File: config.mk
export PLATFORM = sky130hd
export DESIGN_NAME = mark_stego_embedder
export DESIGN_NICKNAME = d
export VERILOG_FILES = /design/src/rtl/stego_pkg.sv /design/src/rtl/stego_dibit_map.sv /design/src/rtl/stego_ctrl.sv /design/src/rtl/mark_stego_embedder.sv
export SDC_FILE = /design/constraint.sdc
export NUM_CORES = 1
export LEC_CHECK = 0
export BUFFER_PORTS_ARGS = -buffer_cell sky130_fd_sc_hd__buf_2
export CELL_PAD_IN_SITES_DETAIL_PLACEMENT = 1
export CELL_PAD_IN_SITES_GLOBAL_PLACEMENT = 1
export CORE_MARGIN = 2
export CORE_UTILIZATION = 22
export CTS_BUF_LIST = sky130_fd_sc_hd__clkbuf_8
export DETAILED_ROUTE_END_ITERATION = 10
export PLACE_DENSITY = 0.77
export SLEW_MARGIN = 20
export SYNTH_ARGS = -nofsm -noshare
export SYNTH_HDL_FRONTEND = slang
export SYNTH_SLANG_ARGS = --single-unit
File: constraint.sdc
create_clock -name clk -period 2.3 [get_ports clk]
set_clock_uncertainty 0.15 [all_clocks]
set_input_delay 0.46 -clock clk [delete_from_list [all_inputs] [get_ports clk]]
set_output_delay 0.46 -clock clk [all_outputs]
set_load 0.005 [all_outputs]
File: src/rtl/stego_pkg.sv
`timescale 1ns/1ps
package stego_pkg;

    // Controller states: search plus one per insertion outcome
    typedef enum logic [2:0] {
        ST_SCAN   = 3'd0,
        ST_RIGHT  = 3'd1,
        ST_LEFT   = 3'd2,
        ST_PAIR_L = 3'd3,
        ST_PAIR_R = 3'd4
    } emb_state_e;

    // Dibit values (bit 1 is the earlier secret bit)
    localparam logic [1:0] DIBIT_NONE  = 2'b00;
    localparam logic [1:0] DIBIT_RIGHT = 2'b01;
    localparam logic [1:0] DIBIT_LEFT  = 2'b10;
    localparam logic [1:0] DIBIT_PAIR  = 2'b11;

endpackage

File: src/rtl/stego_dibit_map.sv
`timescale 1ns/1ps
module stego_dibit_map
    import stego_pkg::*;
(
    input  logic [1:0] dibit,
    output emb_state_e target
);

    always_comb begin
        unique case (dibit)
            DIBIT_NONE:  target = ST_SCAN;
            DIBIT_RIGHT: target = ST_RIGHT;
            DIBIT_LEFT:  target = ST_LEFT;
            DIBIT_PAIR:  target = ST_PAIR_L;
            default:     target = ST_SCAN;
        endcase
    end

endmodule

File: src/rtl/stego_ctrl.sv
`timescale 1ns/1ps
module stego_ctrl
    import stego_pkg::*;
#(
    parameter int              UNIT_W   = 16,
    parameter logic [UNIT_W-1:0] SEP_CODE = 16'h0020,
    parameter logic [UNIT_W-1:0] RLM_CODE = 16'h200F,
    parameter logic [UNIT_W-1:0] LRM_CODE = 16'h200E
) (
    input  logic              clk,
    input  logic              rst_n,
    input  logic              car_valid,
    output logic              car_ready,
    input  logic [UNIT_W-1:0] car_data,
    input  logic              car_last,
    input  logic              sec_valid,
    output logic              sec_ready,
    input  logic [1:0]        sec_dibit,
    input  emb_state_e        target,
    output logic              out_valid,
    input  logic              out_ready,
    output logic [UNIT_W-1:0] out_data,
    output logic              out_last
);

    emb_state_e state, state_nxt;
    logic       last_pend, last_nxt;
    logic       is_sep, take;

    assign is_sep = (car_data == SEP_CODE);
    assign take   = car_valid && is_sep && sec_valid;

    // State register
    always_ff @(posedge clk or negedge rst_n) begin
        if (!rst_n) begin
            state     <= ST_SCAN;
            last_pend <= 1'b0;
        end else begin
            state     <= state_nxt;
            last_pend <= last_nxt;
        end
    end

    // Outputs and next state
    always_comb begin
        state_nxt = state;
        last_nxt  = last_pend;
        car_ready = 1'b0;
        sec_ready = 1'b0;
        out_valid = 1'b0;
        out_data  = car_data;
        out_last  = 1'b0;
        unique case (state)
            ST_SCAN: begin
                out_valid = car_valid;
                car_ready = out_ready;
                sec_ready = out_ready && car_valid && is_sep;
                out_last  = car_last && !(take && (target != ST_SCAN));
                if (out_ready && take) begin
                    state_nxt = target;
                    last_nxt  = car_last;
                end
            end
            ST_RIGHT: begin
                out_valid = 1'b1;
                out_data  = RLM_CODE;
                out_last  = last_pend;
                if (out_ready) state_nxt = ST_SCAN;
            end
            ST_LEFT: begin
                out_valid = 1'b1;
                out_data  = LRM_CODE;
                out_last  = last_pend;
                if (out_ready) state_nxt = ST_SCAN;
            end
            ST_PAIR_L: begin
                out_valid = 1'b1;
                out_data  = LRM_CODE;
                if (out_ready) state_nxt = ST_PAIR_R;
            end
            ST_PAIR_R: begin
                out_valid = 1'b1;
                out_data  = RLM_CODE;
                out_last  = last_pend;
                if (out_ready) state_nxt = ST_SCAN;
            end
            default: state_nxt = ST_SCAN;
        endcase
    end


    right_mark_chk: assert property (@(posedge clk) disable iff (!rst_n)
        (sec_valid && sec_ready && sec_dibit == 2'b01) |=> (out_valid && out_data == RLM_CODE));


    pair_first_chk: assert property (@(posedge clk) disable iff (!rst_n)
        (sec_valid && sec_ready && sec_dibit == 2'b11) |=> (out_valid && out_data == LRM_CODE));


    pair_second_chk: assert property (@(posedge clk) disable iff (!rst_n)
        (state == ST_PAIR_L && out_ready) |=> (out_valid && out_data == RLM_CODE));


    carrier_hold_chk: assert property (@(posedge clk) disable iff (!rst_n)
        (sec_valid && sec_ready && sec_dibit != 2'b00) |=> !car_ready);


    dibit_at_space_chk: assert property (@(posedge clk) disable iff (!rst_n)
        (sec_valid && sec_ready) |-> (car_valid && car_ready && car_data == SEP_CODE));


    last_deferred_chk: assert property (@(posedge clk) disable iff (!rst_n)
        (sec_valid && sec_ready && sec_dibit != 2'b00) |-> !out_last);


    mark_hold_chk: assert property (@(posedge clk) disable iff (!rst_n)
        (state != ST_SCAN && out_valid && !out_ready) |=> (out_valid && $stable(out_data)));

endmodule

File: src/rtl/mark_stego_embedder.sv
`timescale 1ns/1ps
module mark_stego_embedder
    import stego_pkg::*;
#(
    parameter int                UNIT_W   = 16,
    parameter logic [UNIT_W-1:0] SEP_CODE = 16'h0020,
    parameter logic [UNIT_W-1:0] RLM_CODE = 16'h200F,
    parameter logic [UNIT_W-1:0] LRM_CODE = 16'h200E
) (
    input  logic              clk,
    input  logic              rst_n,
    input  logic              car_valid,
    output logic              car_ready,
    input  logic [UNIT_W-1:0] car_data,
    input  logic              car_last,
    input  logic              sec_valid,
    output logic              sec_ready,
    input  logic [1:0]        sec_dibit,
    output logic              out_valid,
    input  logic              out_ready,
    output logic [UNIT_W-1:0] out_data,
    output logic              out_last
);

    emb_state_e target;

    stego_dibit_map u_map (
        .dibit  (sec_dibit),
        .target (target)
    );

    stego_ctrl #(
        .UNIT_W   (UNIT_W),
        .SEP_CODE (SEP_CODE),
        .RLM_CODE (RLM_CODE),
        .LRM_CODE (LRM_CODE)
    ) u_ctrl (
        .clk       (clk),
        .rst_n     (rst_n),
        .car_valid (car_valid),
        .car_ready (car_ready),
        .car_data  (car_data),
        .car_last  (car_last),
        .sec_valid (sec_valid),
        .sec_ready (sec_ready),
        .sec_dibit (sec_dibit),
        .target    (target),
        .out_valid (out_valid),
        .out_ready (out_ready),
        .out_data  (out_data),
        .out_last  (out_last)
    );

endmodule

# Word-level counts from Yosys, hierarchy flattened

Cells that the tools add are included.
Widths: inputs -> output; s select.

$add $sub $neg: 0
Multipliers: 0
Div/mod/pow operators: 0
$lt $le $gt $ge: 0
Equality and inequality tests: 11
Shift operators: 0
Muxes and demuxes: 10
Bitwise gates (word level): 0
Reductions and logical operators: 17

Operators by type and width:

| kind                | count |
|---|---|
| $pmux 16 s2         | 1 |
| $eq 16x6->1 const B | 1 |
| $pmux 3 s4          | 1 |
| $mux 3              | 3 |
| $pmux 3 s3          | 1 |
| $logic_and 1x1->1   | 7 |
| $eq 3x2->1 const B  | 2 |
| $eq 2x2->1 const B  | 2 |
| $ne 2x1->1 const B  | 2 |
| $pmux 1 s2          | 2 |
| $reduce_or 2->1     | 2 |
| $reduce_or 4->1     | 1 |
| $eq 3x1->1 const B  | 1 |
| $eq 3x3->1 const B  | 1 |
| $logic_not 3->1     | 1 |
| $reduce_and 3->1    | 1 |
| $reduce_bool 3->1   | 1 |
| $reduce_or 3->1     | 1 |
| $eq 2x1->1 const B  | 1 |
| $logic_not 2->1     | 1 |
| $mux 1              | 2 |
| $ne 2x2->1 const B  | 1 |
| $reduce_and 2->1    | 1 |
| $logic_not 1->1     | 1 |

Register bits after elaboration: 4
Latch bits: 0
RAM bits: 0
Memory bits (read-only): 0
Input bits: 24
Output and inout bits: 20
Logic and storage cells: 40
Memories: 0

# Logic depth before layout (Yosys ltp)

Depth in word-level cells: 7
Depth in mapped cells: 5

# Hierarchy

A second synthesis with hierarchy kept.

Cell total of the unflattened synthesis: 63
Area total of the unflattened synthesis: 467.9 µm²

Modules (own cells, without submodules):

| module          | instances | cells each | area an instance (µm²) | sequential area each (µm²) |
|---|---|---|---|---|
| stego_ctrl      | 1         | 59         | 449.2                  | 100.1 |
| stego_dibit_map | 1         | 4          | 18.8                   | 0.0 |

# Worst setup path after synthesis

Ideal clock, no wire load.

Path type: register to output
Start point: reg u_ctrl.state[1]
End point: out out_data[13]
Data arrival time: 1200 ps
Required time: 1690 ps
Setup slack: 490 ps
Cell stages (with the launch flop): 6
Path buffers: 1
Cells stage by stage: dfrtp_1 > nor2_1 > nor2_1 > nor2_2 > buf_2 > or2_1

Longest elaborated chain between the ends: 3
Elaborated cells on any way between the ends: 7

Ends and longest elaborated chain:

| element                                  | line                      | source |
|---|---|---|
| start: declaration                       | stego_ctrl.sv:26          | `emb_state_e state, state_nxt;` |
| start signal: assignment                 | stego_ctrl.sv:39          | `state <= state_nxt;` |
| $eq 3x1->1, or another cell as far along | stego_ctrl.sv:53          | `unique case (state)` |
| $reduce_or 2->1 (no source line)         | --                        |  |
| $pmux 16 s2 (*)                          | stego_ctrl.sv:53          |  |
| end: declaration                         | mark_stego_embedder.sv:21 | `output logic [UNIT_W-1:0] out_data,` |

Mark *: on every way between the ends. The rest lies on a longest branch, timed or not.

# Worst setup path in the final report

Start point: reg u_ctrl.state[2]
End point: out out_data[3]

Same word-level chain as after synthesis.

==> flow_metrics.env <==
export IMPL_status="finished, final reports clean"
export IMPL_hpwl_mm=1.287
export IMPL_diodes=0
export IMPL_grt_pass1_vias=530
export IMPL_setup_viol=0
export IMPL_synth_seq_cells=4
export IMPL_grt_ovfl_total=0
export IMPL_drtIter0Drc=6
export IMPL_worstHoldStart="sec_dibit[0]"
export IMPL_antenna_found_initial=0
export IMPL_synth_edf_count=0
export IMPL_io_pins=44
export IMPL_layout_commonest_cell="buf_2"
export IMPL_layout_cells_non_filler=126
export IMPL_fin_crit_ps=2202
export IMPL_syn_inst=54
export IMPL_rows=15
export IMPL_die_h_um=47.78
export IMPL_place_gp_congestion=0.7181
export IMPL_synth_fp_nets=78
export IMPL_p_sw_uw=61.26
export IMPL_arrival_ps=1590
export IMPL_max_slew_margin_pct=81.08
export IMPL_required_ps=1690
export IMPL_rr_endpoint="u_ctrl.last_pend$_DFFE_PN0P_"
export IMPL_coreArea_mm2=0.001764
export IMPL_leakage_uw=0.0003632
export IMPL_synthDistinctLibCells=24
export IMPL_die_w_um=47.78
export IMPL_clock_latency_ps=210
export IMPL_r2r_cells=4
export IMPL_comb_power_share_pct=23.1
export IMPL_routed_wl_mm=1.545
export IMPL_antenna_left=0
export IMPL_placed_cells=121
export IMPL_hold_violations=0
export IMPL_yosysSeqAreaShare_pct=23.74
export IMPL_period_share_pct=95.74
export IMPL_synthAdderAreaFrac_pct=0
export IMPL_synthToLayoutAreaGrowth_pct=77.45
export IMPL_dp_slack_ps=157.1
export IMPL_maxCapViolCount=0
export IMPL_root_buffer="clkbuf_8"
export IMPL_cts_sinks=4
export IMPL_dr_pass1_iters=4
export IMPL_r2r_slack_ps=600
export IMPL_clockBufferDepth=2
export IMPL_switching_share_pct=21.85
export IMPL_netlist_area_um2=421.7
export IMPL_intPower_uw=219.1
export IMPL_grt_pass1_wl_mm=2.139
export IMPL_clk_pin_slew_ps=30
export IMPL_start_kind="register"
export IMPL_ys_flop_type="dfrtp_1"
export IMPL_htreeDepth=1
export IMPL_vdd_drop_max_mv=0.2562
export IMPL_min_path_type="primary input to register"
export IMPL_initial_core_util_pct=23.90
export IMPL_rr_startpoint="u_ctrl.state[2]$_DFFE_PN0P_"
export IMPL_cts_made_buffers=3
export IMPL_dieArea_mm2=0.002283
export IMPL_synth_simple_gate_area_share_pct=54.90
export IMPL_grt_max_degree=16
export IMPL_fmax_ghz=0.4541
export IMPL_crit_type="register to output port"
export IMPL_p_clk_share_pct=51.6
export IMPL_yosys_warnings=0
export IMPL_via_count=569
export IMPL_drive_above_1_share_pct=53.47
export IMPL_synth_top_family_by_area="simple AND/OR/NAND/NOR gates"
export IMPL_power_density_mw_per_mm2=374.8
export IMPL_final_cell_mix="buf_2, nor2b_1, nand2_1"
export IMPL_setup_slack_ps=98.02
export IMPL_crit_fanout=15
export IMPL_synth_compound_area_share_pct=14.54
export IMPL_drc_errors=0
export IMPL_nNetsFinal=127
export IMPL_slew_viol_final=0
export IMPL_synth_area_per_cell_um2=7.808
export IMPL_min_to="u_ctrl.state[0]$_DFFE_PN0P_"
export IMPL_synthMuxAreaShare_pct=2.671
export IMPL_wl_per_cell_um=12.26
export IMPL_max_slew_worst_pin_slew_ps=282.8
export IMPL_io_buffers=43
export IMPL_rsz0062_at_grt="false"
export IMPL_tns_ps=0
export IMPL_synth_xor_area_share_pct=2.077
export IMPL_pwr_share_seq_pct=25.3
export IMPL_track_usage_pct=13.30
export IMPL_async_flop_share_pct=100.0
export IMPL_crit_path_end_kind="output port"
export IMPL_viasPerCell=4.516
export IMPL_holdPathStages=2
export IMPL_cts_tree="done"
## worst max-delay path by stage
| stage | startpoint | endpoint | depth (start not counted) |
|---|---|---|---|
| final | u_ctrl.state[2]$_DFFE_PN0P_ | out_data[3] | 6 |
| after global routing | u_ctrl.state[2]$_DFFE_PN0P_ | out_data[1] | 6 |
| after CTS | u_ctrl.state[1]$_DFFE_PN0P_ | out_data[3] | 5 |
| after detailed placement | u_ctrl.state[1]$_DFFE_PN0P_ | out_data[3] | 5 |
| after global placement | car_data[10] | out_last | 6 |
| after floorplan | u_ctrl.state[1]$_DFFE_PN0P_ | out_data[13] | 5 |
## timing repair
action                                  CTS  global route
buffers inserted                          0             1
endpoints found under the hold margin     4             0
gates resized for setup                   1             2
pin swaps                                 0             1
hold buffers                              1             0
endpoints found under the setup margin   14             5
## kinds of logic after synthesis
group / count (synthesis)
compound gates: 10
flops: 4
buf+inv: 2
xor+xnor: 1
simple gates: 36
mux: 1
## registers in the layout, indices dropped and copies added (netlist names)
signal,cells
u_ctrl.last_pend,1
u_ctrl.state,3
## per-layer routing
metal / global-route usage [%] / up-vias / share of wire [%]
li1: - / 286 / -
met1: 15.80 / 263 / 38
met2: 23.47 / 20 / 56
met3: 1.509 / 0 / 6.0
met4: 6.486 / 0 / 0
met5: 0 / - / 0
## Yosys cell counts (all sizes together), types with 2 or more instances
cell type  number  share of area (%)
nor4            2                5.9
nor3            4                7.1
nand2           5                4.5
nor2            4                4.2
or2             4                5.9
dfrtp           4                 24
nor3b           2                3.6
o2bb2ai         2                4.2
a21oi           3                3.6
o21ai           3                3.6
nor2b          11                 17
## metrics by stage
step	hold WS [ps]	total power, uW	area, um^2	util, %
floorplan	14.41	91.40	421.7	-
global placement	118.3	133.9	663.1	37.59
detailed placement	120.2	135.4	663.1	37.59
CTS	308.6	285.8	719.4	40.78
global route	317.9	297.7	748.2	42.41
finish	315.0	280.4	748.2	42.41
## power groups by stage
stage          registers (uW)  clock network, uW  logic (uW)
2_1_floorplan            71.7                  0        19.7
3_3_place_gp             71.7                  0        62.2
3_5_place_dp             71.7                  0        63.8
4_1_cts                  70.9                149        65.5
5_1_grt                  70.8                154        72.6
6_report                 70.9                145        64.8
## area by class of cell
type                    instances  area [um^2]
clock buffers                   3        41.29
fillers                       243         1016
well taps                      25        31.28
repair buffers                 45        245.2
inverters                       1        3.754
flip-flops and latches          4        100.1
multi-input cells              48        326.6
## worst max-delay path: stages (launching register included)
cell and delay (ps):
dfrtp_1 470, inv_1 140, nor2_2 230, nor2_4 50, buf_12 150, or2_1 210
buf_2 130
(Power assumes the default switching activity.)
